`src/rtl/rcfg_pkg.sv`:
```
package rcfg_pkg;
  typedef enum logic [1:0] {
    SEL_STATUS  = 2'd0,
    SEL_GROUP   = 2'd1,
    SEL_NEWADDR = 2'd2,
    SEL_SPARE   = 2'd3
  } reg_sel_e;

  localparam int ARM_LO = 7;
  localparam int ARM_HI = 8;
endpackage

```
`src/rtl/rcfg_status.sv`:
```
module rcfg_status #(
  parameter int DATA_W = 16
) (
  input  logic              clk,
  input  logic              rst_n,
  input  logic              we_i,
  input  logic [DATA_W-1:0] data_i,
  input  logic              commit_i,
  output logic              armed_o
);
  import rcfg_pkg::*;

  logic [DATA_W-1:0] stat_q;

  always_ff @(posedge clk) begin
    if (!rst_n) begin
      stat_q <= '0;
    end else if (we_i) begin
      stat_q <= data_i;
    end else if (commit_i) begin
      stat_q[ARM_HI] <= 1'b0;
      stat_q[ARM_LO] <= 1'b0;
    end
  end

  assign armed_o = stat_q[ARM_HI] & stat_q[ARM_LO];
endmodule

```
`src/rtl/rcfg_seq.sv`:
```
module rcfg_seq #(
  parameter int NUM_CELLS = 4,
  parameter int ADDR_W    = 16,
  parameter int GID_W     = 2
) (
  input  logic                        clk,
  input  logic                        rst_n,
  input  logic                        grp_we_i,
  input  logic                        addr_we_i,
  input  logic                        clr_i,
  input  logic                        commit_i,
  input  logic [NUM_CELLS-1:0]        mask_i,
  input  logic [ADDR_W-1:0]           addr_i,
  output logic [NUM_CELLS-1:0]        used_o,
  output logic                        full_o,
  output logic                        err_o,
  output logic [NUM_CELLS*GID_W-1:0]  pend_gid_o,
  output logic [NUM_CELLS*ADDR_W-1:0] pend_addr_o
);
  localparam int CNT_W = GID_W + 1;

  logic [NUM_CELLS-1:0] used_q, addrd_q;
  logic [CNT_W-1:0]     ngrp_q;
  logic                 err_q;
  logic [GID_W-1:0]     pend_gid_q  [NUM_CELLS];
  logic [ADDR_W-1:0]    pend_addr_q [NUM_CELLS];

  logic [GID_W-1:0]     sel_gid;
  logic [NUM_CELLS-1:0] grp_cells;
  logic                 grp_ok, addr_ok;

  always_comb begin
    sel_gid = '0;
    for (int i = NUM_CELLS - 1; i >= 0; i--) begin
      if (mask_i[i]) sel_gid = pend_gid_q[i];
    end
    for (int i = 0; i < NUM_CELLS; i++) begin
      grp_cells[i] = used_q[i] && (pend_gid_q[i] == sel_gid);
    end
  end

  assign grp_ok  = (mask_i != '0) && ((mask_i & used_q) == '0);
  assign addr_ok = (mask_i != '0) && (mask_i == grp_cells) && ((mask_i & addrd_q) == '0);

  always_ff @(posedge clk) begin
    if (!rst_n) begin
      used_q  <= '0;
      addrd_q <= '0;
      ngrp_q  <= '0;
      err_q   <= 1'b0;
    end else if (commit_i) begin
      used_q  <= '0;
      addrd_q <= '0;
      ngrp_q  <= '0;
    end else if (clr_i) begin
      used_q  <= '0;
      addrd_q <= '0;
      ngrp_q  <= '0;
      err_q   <= 1'b0;
    end else if (grp_we_i) begin
      if (grp_ok) begin
        used_q <= used_q | mask_i;
        ngrp_q <= ngrp_q + 1'b1;
      end else begin
        err_q <= 1'b1;
      end
    end else if (addr_we_i) begin
      if (addr_ok) addrd_q <= addrd_q | mask_i;
      else         err_q   <= 1'b1;
    end
  end

  for (genvar c = 0; c < NUM_CELLS; c++) begin : g_pend
    always_ff @(posedge clk) begin
      if (!rst_n) begin
        pend_gid_q[c]  <= '0;
        pend_addr_q[c] <= '0;
      end else begin
        if (grp_we_i && grp_ok && mask_i[c] && !commit_i && !clr_i)
          pend_gid_q[c] <= ngrp_q[GID_W-1:0];
        if (addr_we_i && addr_ok && mask_i[c] && !commit_i && !clr_i)
          pend_addr_q[c] <= addr_i;
      end
    end
    assign pend_gid_o[c*GID_W +: GID_W]    = pend_gid_q[c];
    assign pend_addr_o[c*ADDR_W +: ADDR_W] = pend_addr_q[c];
  end

  assign used_o = used_q;
  assign full_o = (used_q != '0) && (addrd_q == used_q);
  assign err_o  = err_q;

  assert_used_grows_R2: assert property (@(posedge clk) disable iff (!rst_n)
    (!clr_i && !commit_i) |=> ((used_q & $past(used_q)) == $past(used_q)));

  assert_err_cause_R3: assert property (@(posedge clk) disable iff (!rst_n)
    $rose(err_q) |-> $past(grp_we_i || addr_we_i));
endmodule

```
`src/rtl/rcfg_cells.sv`:
```
module rcfg_cells #(
  parameter int NUM_CELLS = 4,
  parameter int ADDR_W    = 16,
  parameter int GID_W     = 2
) (
  input  logic                        clk,
  input  logic                        rst_n,
  input  logic                        commit_i,
  input  logic [NUM_CELLS-1:0]        used_i,
  input  logic [NUM_CELLS*GID_W-1:0]  pend_gid_i,
  input  logic [NUM_CELLS*ADDR_W-1:0] pend_addr_i,
  output logic [NUM_CELLS*GID_W-1:0]  gid_o,
  output logic [NUM_CELLS*ADDR_W-1:0] addr_o,
  output logic                        done_o
);
  for (genvar c = 0; c < NUM_CELLS; c++) begin : g_cell
    logic [GID_W-1:0]  gid_q;
    logic [ADDR_W-1:0] addr_q;
    always_ff @(posedge clk) begin
      if (!rst_n) begin
        gid_q  <= '0;
        addr_q <= '0;
      end else if (commit_i && used_i[c]) begin
        gid_q  <= pend_gid_i[c*GID_W +: GID_W];
        addr_q <= pend_addr_i[c*ADDR_W +: ADDR_W];
      end
    end
    assign gid_o[c*GID_W +: GID_W]    = gid_q;
    assign addr_o[c*ADDR_W +: ADDR_W] = addr_q;
  end

  always_ff @(posedge clk) begin
    if (!rst_n) done_o <= 1'b0;
    else        done_o <= commit_i;
  end
endmodule

```
`src/rtl/cellgrp_reconf.sv`:
```
module cellgrp_reconf #(
  parameter int NUM_CELLS = 4,
  parameter int ADDR_W    = 16,
  parameter int DATA_W    = 16,
  parameter int GID_W     = $clog2(NUM_CELLS)
) (
  input  logic                        clk,
  input  logic                        rst_n,
  input  logic                        wr_valid_i,
  output logic                        wr_ready_o,
  input  logic [1:0]                  wr_sel_i,
  input  logic [NUM_CELLS-1:0]        wr_mask_i,
  input  logic [DATA_W-1:0]           wr_data_i,
  input  logic                        blk_end_i,
  output logic [NUM_CELLS*GID_W-1:0]  cell_gid_o,
  output logic [NUM_CELLS*ADDR_W-1:0] cell_addr_o,
  output logic                        done_o,
  output logic                        err_o
);
  import rcfg_pkg::*;

  logic                        fire, armed, full, commit;
  logic                        status_we, grp_we, addr_we;
  logic [NUM_CELLS-1:0]        used;
  logic [NUM_CELLS*GID_W-1:0]  pend_gid;
  logic [NUM_CELLS*ADDR_W-1:0] pend_addr;
  reg_sel_e                    sel;

  assign sel        = reg_sel_e'(wr_sel_i);
  assign wr_ready_o = !full;
  assign fire       = wr_valid_i && wr_ready_o;
  assign commit     = blk_end_i && full;
  assign status_we  = fire && (sel == SEL_STATUS);
  assign grp_we     = fire && (sel == SEL_GROUP)   && armed;
  assign addr_we    = fire && (sel == SEL_NEWADDR) && armed;

  rcfg_status #(.DATA_W(DATA_W)) u_status (
    .clk      (clk),
    .rst_n    (rst_n),
    .we_i     (status_we),
    .data_i   (wr_data_i),
    .commit_i (commit),
    .armed_o  (armed)
  );

  rcfg_seq #(.NUM_CELLS(NUM_CELLS), .ADDR_W(ADDR_W), .GID_W(GID_W)) u_seq (
    .clk         (clk),
    .rst_n       (rst_n),
    .grp_we_i    (grp_we),
    .addr_we_i   (addr_we),
    .clr_i       (status_we),
    .commit_i    (commit),
    .mask_i      (wr_mask_i),
    .addr_i      (wr_data_i[ADDR_W-1:0]),
    .used_o      (used),
    .full_o      (full),
    .err_o       (err_o),
    .pend_gid_o  (pend_gid),
    .pend_addr_o (pend_addr)
  );

  rcfg_cells #(.NUM_CELLS(NUM_CELLS), .ADDR_W(ADDR_W), .GID_W(GID_W)) u_cells (
    .clk         (clk),
    .rst_n       (rst_n),
    .commit_i    (commit),
    .used_i      (used),
    .pend_gid_i  (pend_gid),
    .pend_addr_i (pend_addr),
    .gid_o       (cell_gid_o),
    .addr_o      (cell_addr_o),
    .done_o      (done_o)
  );

  assert_hold_outputs_R5: assert property (@(posedge clk) disable iff (!rst_n)
    !commit |=> ($stable(cell_gid_o) && $stable(cell_addr_o)));

  assert_done_pulse_R5: assert property (@(posedge clk) disable iff (!rst_n)
    done_o |=> !done_o);

  assert_backpressure_R8: assert property (@(posedge clk) disable iff (!rst_n)
    (wr_valid_i && !wr_ready_o && !commit) |=> $stable(used));

  assert_unarmed_ignored_R7: assert property (@(posedge clk) disable iff (!rst_n)
    (!armed && !status_we && !commit) |=> $stable(used));
endmodule

```
`config.mk`:
```
export PLATFORM = sky130hd
export DESIGN_NAME = cellgrp_reconf
export DESIGN_NICKNAME = d
export VERILOG_FILES = /design/src/rtl/rcfg_pkg.sv /design/src/rtl/rcfg_status.sv /design/src/rtl/rcfg_seq.sv /design/src/rtl/rcfg_cells.sv /design/src/rtl/cellgrp_reconf.sv
export SDC_FILE = /design/constraint.sdc
export NUM_CORES = 1
export LEC_CHECK = 0
export BUFFER_PORTS_ARGS = -buffer_cell sky130_fd_sc_hd__buf_2
export CAP_MARGIN = 10
export CORE_UTILIZATION = 57
export DETAILED_ROUTE_END_ITERATION = 12
export PLACE_DENSITY = 0.84
export SETUP_SLACK_MARGIN = 0.02
export SYNTH_ARGS = -nofsm -noshare
export SYNTH_HDL_FRONTEND = slang
export SYNTH_SLANG_ARGS = --single-unit
```
`constraint.sdc`:
```
create_clock -name clk -period 5.01 [get_ports clk]
set_clock_uncertainty 0.1 [all_clocks]
set_input_delay 1.2525 -clock clk [delete_from_list [all_inputs] [get_ports clk]]
set_output_delay 1.2525 -clock clk [all_outputs]
set_load 0.005 [all_outputs]
```
==> flow_results.org, run 1 <==
** Clock tree
- Bufs on Longest Clock Path :: 2
- In this run the number of H-tree levels came out at 4.
- For this design, the CTS-stage hold fixing added 0 buffers.
- TritonCTS built the clock tree.
- CTS root buffer :: clkbuf_16
- Post-cts gate resize count :: 0
- Number of buffers added by the clock tree synthesis step :: 17
- CTS saw 158 sinks.
- Latest clock arrival within the worst-skew pair :: 420 ps
- Post-CTS setup buffers :: 0
- Clock-pin slew was measured on the worst setup and hold paths at 60 ps.

** Yosys
- Average footprint of a synthesized cell :: 10.45 um^2
- Syn. warnings :: 0
- Post-synth cell types :: 49
- Number of nets in the synthesized netlist :: 664
- The most used flip-flop cell after synthesis is dfxtp_1.
- After technology mapping, the gate count stands at 638.
- In this run, synthesis produced a sequential element count of 158.
- After synthesis the cells add up to 6670 um^2.
- Number of flops mapped to enable cells by yosys :: 72
- The share of the Yosys chip area taken by registers is 0.5823.
- Share of flip-flops with an asynchronous set or reset after synthesis :: 0

** Finish
- Most frequent cells in the layout :: nand2_1 (158), buf_2 (100), dfxtp_1 (86)
- The net count of the finished layout is 748.
- Antenna cell count :: 0
- Leaving out filler cells and counting taps, the final layout contains 878.
- Share of layout cells above drive strength 1 :: 0.2531
- Synthesis-to-finish area growth :: 17.26%
- Leaving out fill and tap cells, the most frequent cell in the layout is nand2_1.
- Final Core Density :: 0.6850

** STA
- Final Hold Violating Endpoints :: 0
- The count of final max-slew check failures was 0.
- Setup violations remaining at the end of the flow were counted as 0.
- Dividing the final minimum period by the clock period gives 0.7587.
- Setup repair after global routing left no endpoint under its margin.
- Relative slew slack :: 0.3605
- Total negative slack :: 0 ps
- The smallest clock period supported by the final layout is computed as 3801 ps.
- Achievable clock frequency :: 263.1 MHz
- Setup slack closes at 1209 ps.
- Tightest Pin Transition :: 958.0 ps

** Routing
- In this run, the number of DRC markers left after iteration 0 of detailed routing was 440.
- Number of nets with antenna violations after detailed routing :: 0
- Average detailed-routed wire length per instance :: 17.64 um
- The first detailed-routing pass took 5 iterations.
- After detailed routing, the total wire length is 15490 um.
- Routed vias :: 5033
- After detailed routing, the number of vias per cell comes to 5.732.
- DRC violations left :: 0

** Global route
- Initial antenna violation count :: 0
- First-pass GRT wire length :: 23960 um
- Entering global routing, the biggest net connects 86 pins.
- Via count of the first global-routing pass :: 4713
- For this run, the total global-route usage over all layers was measured as 0.2685.
- After global routing the overflow that remains totals 0.

** Power and ir drop
- The analysis attributes to cell leakage a power of 2.948 nW.
- Summed over all nets, the switching power comes to 0.6389 mW.
- Switching part of the total :: 0.2268
- Of the total power, the clock network draws 0.475.
- Total internal power :: 2.179 mW
- Portion of total power attributed to sequential cells :: 0.488
- Combinational share of power :: 0.037
- Power spread over the standard cell area amounts to 360.3 nW/um^2.
- VDD sags by at most 0.0002503 V.

** Outcome
- The run finished with clean final reports.

** Floorplan
- IO Pins :: 101
- The floorplan has 39 rows.
- After floorplanning, the core was sized to cover 11420 um^2.
- Die width :: 110.2 um
- Effective utilization at floorplan :: 0.5842
- The die covers 12140 um^2.
- DIE HEIGHT :: 110.2 um

** Hold path
- Tightest Hold Check Type :: reg2reg

** Placement
- Number of input and output port buffers inserted :: 100
- Summed over all nets, the half-perimeter wirelength after detailed placement is 10530 um.
- Pre-CTS setup slack :: 810.8 ps
- Counting tap cells, the placed design contains a total of 846 instances.
- Routability-driven placement finished with a final weighted congestion of 0.9080.

** Worst setup path
- STA classifies the critical path endpoint as a flop.
- Highest fanout seen on the critical path :: 35
- STA classifies the critical path startpoint as an input pin.
- Data on the critical path arrives at its endpoint at 3940 ps.
- Kind of critical path :: in2reg
- Worst EP required :: 5150 ps

** Flow run
- Max-cap violations in this run came to 0.
==> stage by stage <==
step                hold WS [ps]  instance area [um^2]  total power, mW
floorplan                  355.2                  6670            1.467
global placement           351.0                  7201            1.502
detailed placement         356.7                  7201            1.505
CTS                        365.6                  7821            2.828
global route               387.1                  7821            2.891
finish                     363.9                  7821            2.818
==> state kept, by name, indices dropped and copies added (netlist names) <==
register,cells
u_seq.addrd_q,4
u_cells.g_cell.gid_q,8
u_cells.done_o,1
u_status.stat_q,2
u_seq.pend_addr_q,64
u_seq.err_o,1
u_cells.g_cell.addr_q,64
u_seq.used_o,4
u_seq.ngrp_q,2
u_seq.pend_gid_q,8
==> synthesized netlist by cell type (all sizes together), types with 2 or more instances <==
cell type,count,area (um^2)
nand2,158,593.1
dfxtp,86,1722
a21boi,72,540.5
edfxtp,72,2162
nor3,69,550.5
nand3,23,115.1
buf,22,142.6
clkbuf,21,78.83
inv,20,75.07
and2,14,87.58
o21ai,12,60.05
a21oi,9,45.04
xor2,6,52.55
nor2,5,18.77
and3,4,25.02
nand2b,3,18.77
nor2b,3,18.77
o31a,3,26.28
or2,3,18.77
xnor2,3,26.28
a211oi,2,15.01
a21o,2,15.01
a221oi,2,30.03
a22oi,2,15.01
a32o,2,20.02
nand4,2,12.51
or3,2,12.51
==> worst max-delay path: stages <==
cell and delay, ps:
buf_2 180, or2_1 290, o32a_1 420, a21o_1 190, a221oi_2 250, xnor2_1 250
nand4b_4 550, buf_12 390, nor3_2 160
==> logic make-up (layout without fill, tap and decap cells) <==
| group | count (synthesis) | in the layout | synth area share |
|---|---|---|---|
| buffers and inverters | 63 | 160 | 0.04446 |
| AND/OR/NAND/NOR | 292 | 292 | 0.2320 |
| flip-flops | 158 | 158 | 0.5823 |
| XOR/XNOR | 9 | 9 | 0.01182 |
| AO/OA/AOI/OAI | 116 | 116 | 0.1294 |
==> power by group through the flow <==
stage               registers, mW  logic [mW]  clock network, mW
global placement             1.40       0.100                  0
CTS                          1.37       0.104               1.35
detailed placement           1.40       0.103                  0
floorplan                    1.40      0.0680                  0
global route                 1.38       0.112               1.40
finish                       1.37       0.105               1.34
==> worst paths after layout <==
path	from	end	slack (ps)	cells past startpoint
worst max-delay path	wr_mask_i[1]	u_seq.pend_addr_q[2][4]$_SDFFCE_PN0P_	1210	9
worst min-delay path	u_cells.g_cell[2].addr_q[1]$_SDFFE_PN0P_	u_cells.g_cell[2].addr_q[1]$_SDFFE_PN0P_	360	2
worst max register to register	u_seq.used_o[1]$_SDFFE_PP0P_	u_seq.pend_addr_q[2][4]$_SDFFCE_PN0P_	1300	8
worst min register to register	u_cells.g_cell[2].addr_q[1]$_SDFFE_PN0P_	u_cells.g_cell[2].addr_q[1]$_SDFFE_PN0P_	360	2
==> final cells by class <==
class,instances,area [um^2]
sequential,158,3884
fill,870,3597
multi-input combinational,417,2490
timing repair buffer,108,573.1
clock buffer,18,450.4
tap,143,178.9
clock inverter,14,170.2
inverter,20,75.07
==> per-layer routing <==
metal | share of wire | track usage | wire [um] | vias to the layer above
met5 | 0 | 0 | 0 | -
met4 | 0.022 | 0.1165 | 345 | 0
met3 | 0.072 | 0.06055 | 1109 | 29
met2 | 0.49 | 0.4442 | 7631 | 233
met1 | 0.41 | 0.3387 | 6402 | 2397
li1 | - | - | - | 2374
Power figures use the tool's default switching activity.
==> run 2, diff against run 1 <==
--- a/config.mk
+++ b/config.mk
@@ -7,9 +7,9 @@
 export LEC_CHECK = 0
 export BUFFER_PORTS_ARGS = -buffer_cell sky130_fd_sc_hd__buf_2
 export CAP_MARGIN = 10
-export CORE_UTILIZATION = 57
+export CORE_UTILIZATION = 51
 export DETAILED_ROUTE_END_ITERATION = 12
-export PLACE_DENSITY = 0.84
+export PLACE_DENSITY = 0.8
 export SETUP_SLACK_MARGIN = 0.02
 export SYNTH_ARGS = -nofsm -noshare
 export SYNTH_HDL_FRONTEND = slang
==> constraint.sdc (replaced) <==
create_clock -name clk -period 3.2 [get_ports clk]
set_clock_uncertainty 0.1 [all_clocks]
set_input_delay 0.8 -clock clk [delete_from_list [all_inputs] [get_ports clk]]
set_output_delay 0.8 -clock clk [all_outputs]
set_load 0.005 [all_outputs]
==> run 2 against run 1 <==
Register-to-register slack worse by 940 ps; first-iteration DRC count fell by 30%; sequential power rose by 57%; final area grew 4.4%; setup slack got worse by 860 ps; via count increased by 1.1%; non-clock buffer count is 20 higher; sequential share of layout area shrank 2.1 points; clock-buffer cell count grew 4; clock power is 65% higher.
==> flow_results.org, run 2 (same netlist as run 1, synthesis figures left out) <==
** STA
- RSZ-0062 raised after global routing :: no
- Relative slew slack :: 0.4715
- Clock period minus worst slack :: 2851 ps
- Pins over their slew limit :: 0
- The number of endpoints with negative hold slack in the final report is 0.
- Worst Slack Setup Final :: 349.3 ps
- For the pin with the worst max-slew slack, the measured transition is 791.2 ps.
- Setup violations remaining at the end of the flow were counted as 0.
- Of the available clock period, the critical path in the final layout requires 0.8908.
- Worst Hold Margin :: 361.6 ps
- Derived from the worst setup path, the maximum achievable clock frequency is 350.8 MHz.
- Setup total negative slack on the finished layout was measured at 0 ps.

** Placement
- Input and output buffers added on the ports amount to 100.
- Routability-driven placement finished with a final weighted congestion of 0.9032.
- After detailed placement, the total cell area comes to 7515 um^2.
- DP Wirelength :: 11220 um
- OpenSTA, run right after detailed placement, puts the worst setup slack at -56.64 ps.

** Routing
- DRC violations left :: 0
- Number of DRC violations after detailed-routing iteration 0 :: 307
- In this run the remaining antenna-violating nets after routing total 0.
- After detailed routing, the total wire length is 16010 um.
- Average detailed-routed wire length per instance :: 17.29 um
- Average vias per placed instance :: 5.495
- Pre-antenna DRT Iters :: 5
- Routed vias :: 5088

** Floorplan
- IO Pins :: 101
- In this run the core area contains 41 standard-cell rows.
- From bottom edge to top edge, the die measures 116.4 um.
- Full die area :: 13540 um^2
- After floorplanning, the core was sized to cover 12670 um^2.
- Effective utilization at floorplan :: 0.5264
- Die width :: 116.4 um

** Hold path
- The tightest min-delay check is of the reg2reg type.

** Finish
- The layout has 973 filler cells.
- With fillers left out, the area of the finished cells amounts to 8163 um^2.
- 0 antenna diodes ended up in the layout.
- For this run, the post-layout net count is 768.
- Most frequent cells in the layout :: nand2_1 (158), buf_2 (100), dfxtp_1 (86)
- Of the cells placed in the final design, the portion with a size suffix greater than 1 is 0.2772.
- Leading cell type in the layout, fill and taps excluded :: nand2_1
- Footprint of the multi-input gates :: 2555 um^2
- Area used by sequential logic in the layout :: 3884 um^2
- Synthesis-to-finish area growth :: 22.38%
- In the final layout, the registers with the most flip-flops are u_cells.g_cell.addr_q: 64 flops, u_seq.pend_addr_q: 64 flops.

** Outcome
- Result of the run :: completed

** Clock tree
- Number of buffers added by the clock tree synthesis step :: 17
- Post-cts gate resize count :: 0
- After clock tree synthesis, the clock-pin slew on the worst setup and hold paths is 60 ps.
- Counting along the longest clock path gives a buffer depth of 2.
- Hold Buf Count CTS :: 0
- CTS tree :: done
- At the later pin of the worst-skew pair, clock insertion delay measures 430 ps.
- H-tree lvl count :: 4
- Counting every sink on the clock net gives 158.
- CTS placed an instance of clkbuf_16 at the clock tree root.
- Post-CTS setup buffers :: 0

** Worst setup path
- Worst endpoint data arrival time :: 2890 ps
- The critical path goes through buf_2, and2_1, o32a_1, a21o_1, a221oi_2, xnor2_2, nand4_1, buf_4, o21ai_4, buf_12.
- Worst EP required :: 3240 ps
- Highest fanout seen on the critical path :: 16
- The worst setup path is of the in2reg kind.
- The worst setup path is captured at a flop.
- STA classifies the critical path startpoint as an input pin.
- On the critical path, the stage with the largest delay is an instance of o32a_1.
- In this design, the stage delay of the slowest critical-path cell is 420 ps.

** Flow run
- Number of maximum-capacitance violations :: 0

** Global route
- The via count of the first global-routing pass was 4866.
- Gr usage total :: 0.2535
- The first global-routing pass estimated 25340 um of wire.
- Largest net degree at the start of global routing :: 63
- The number of antenna violations at the first check in global routing was 0.
- Gr ovfl total :: 0

** Power and ir drop
- Cell leakage power :: 3.096 nW
- Maximum vdd drop :: 0.0003940 V
- In this run the power density over the cells is 558.6 nW/um^2.
## run 2: cell types whose count changed in the layout (fill, tap and decap cells not counted), sizes merged
| cell | change |
|---|---|
| buf | +20 |
| clkinv | -2 |
| bufinv | +3 |
| inv | -6 |
| clkbuf | +4 |
## run 2: metrics by stage
| step | total power, mW | util | std cells |
|---|---|---|---|
| 6_report | 4.560 | 0.6442 | 926 |
| 5_1_grt | 4.691 | 0.6442 | 926 |
| 4_1_cts | 4.579 | 0.6442 | 926 |
| 3_5_place_dp | 2.386 | 0.5931 | 895 |
| 3_3_place_gp | 2.379 | 0.5931 | 895 |
| 2_1_floorplan | 2.301 | - | 638 |
## run 2: final cells by class
class                   count  area share
clock inverters             9     0.02238
multi-input cells         417      0.3130
flip-flops and latches    158      0.4758
well taps                 172     0.02636
inverters                  20    0.009197
repair buffers            128     0.09626
clock buffers              22     0.05702
## run 2: final timing paths
path,slack [ps],depth (start not counted),from,to
worst max-delay path,350,10,wr_mask_i[2],u_seq.pend_addr_q[1][5]$_SDFFCE_PN0P_
worst min-delay path,360,2,u_cells.g_cell[1].gid_q[0]$_SDFFE_PN0P_,u_cells.g_cell[1].gid_q[0]$_SDFFE_PN0P_
worst max register to register,360,9,u_seq.pend_gid_q[1][3]$_SDFFCE_PN0P_,u_seq.pend_addr_q[1][5]$_SDFFCE_PN0P_
worst min register to register,360,2,u_cells.g_cell[1].gid_q[0]$_SDFFE_PN0P_,u_cells.g_cell[1].gid_q[0]$_SDFFE_PN0P_
## run 2: routing by layer
metal  global-route usage  part of all wire  vias to the layer above
li1                     -                 -                     2412
met1               0.3155              0.41                     2444
met2               0.4209              0.50                      191
met3              0.05760             0.057                       41
met4               0.1154             0.027                        0
met5                    0                 0                        -
## run 2: worst max-delay path: cells and delay by family
kind,cells,cell delay [ps]
buffers and inverters,3,500
AND/OR/NAND/NOR,2,310
AO/OA/AOI/OAI,4,1110
XOR/XNOR,1,160
## run 2: power by group
group          total [mW]  internal, mW  switching, mW
clock network        2.21          1.43          0.783
logic               0.193        0.0680          0.125
registers            2.15          2.14         0.0157
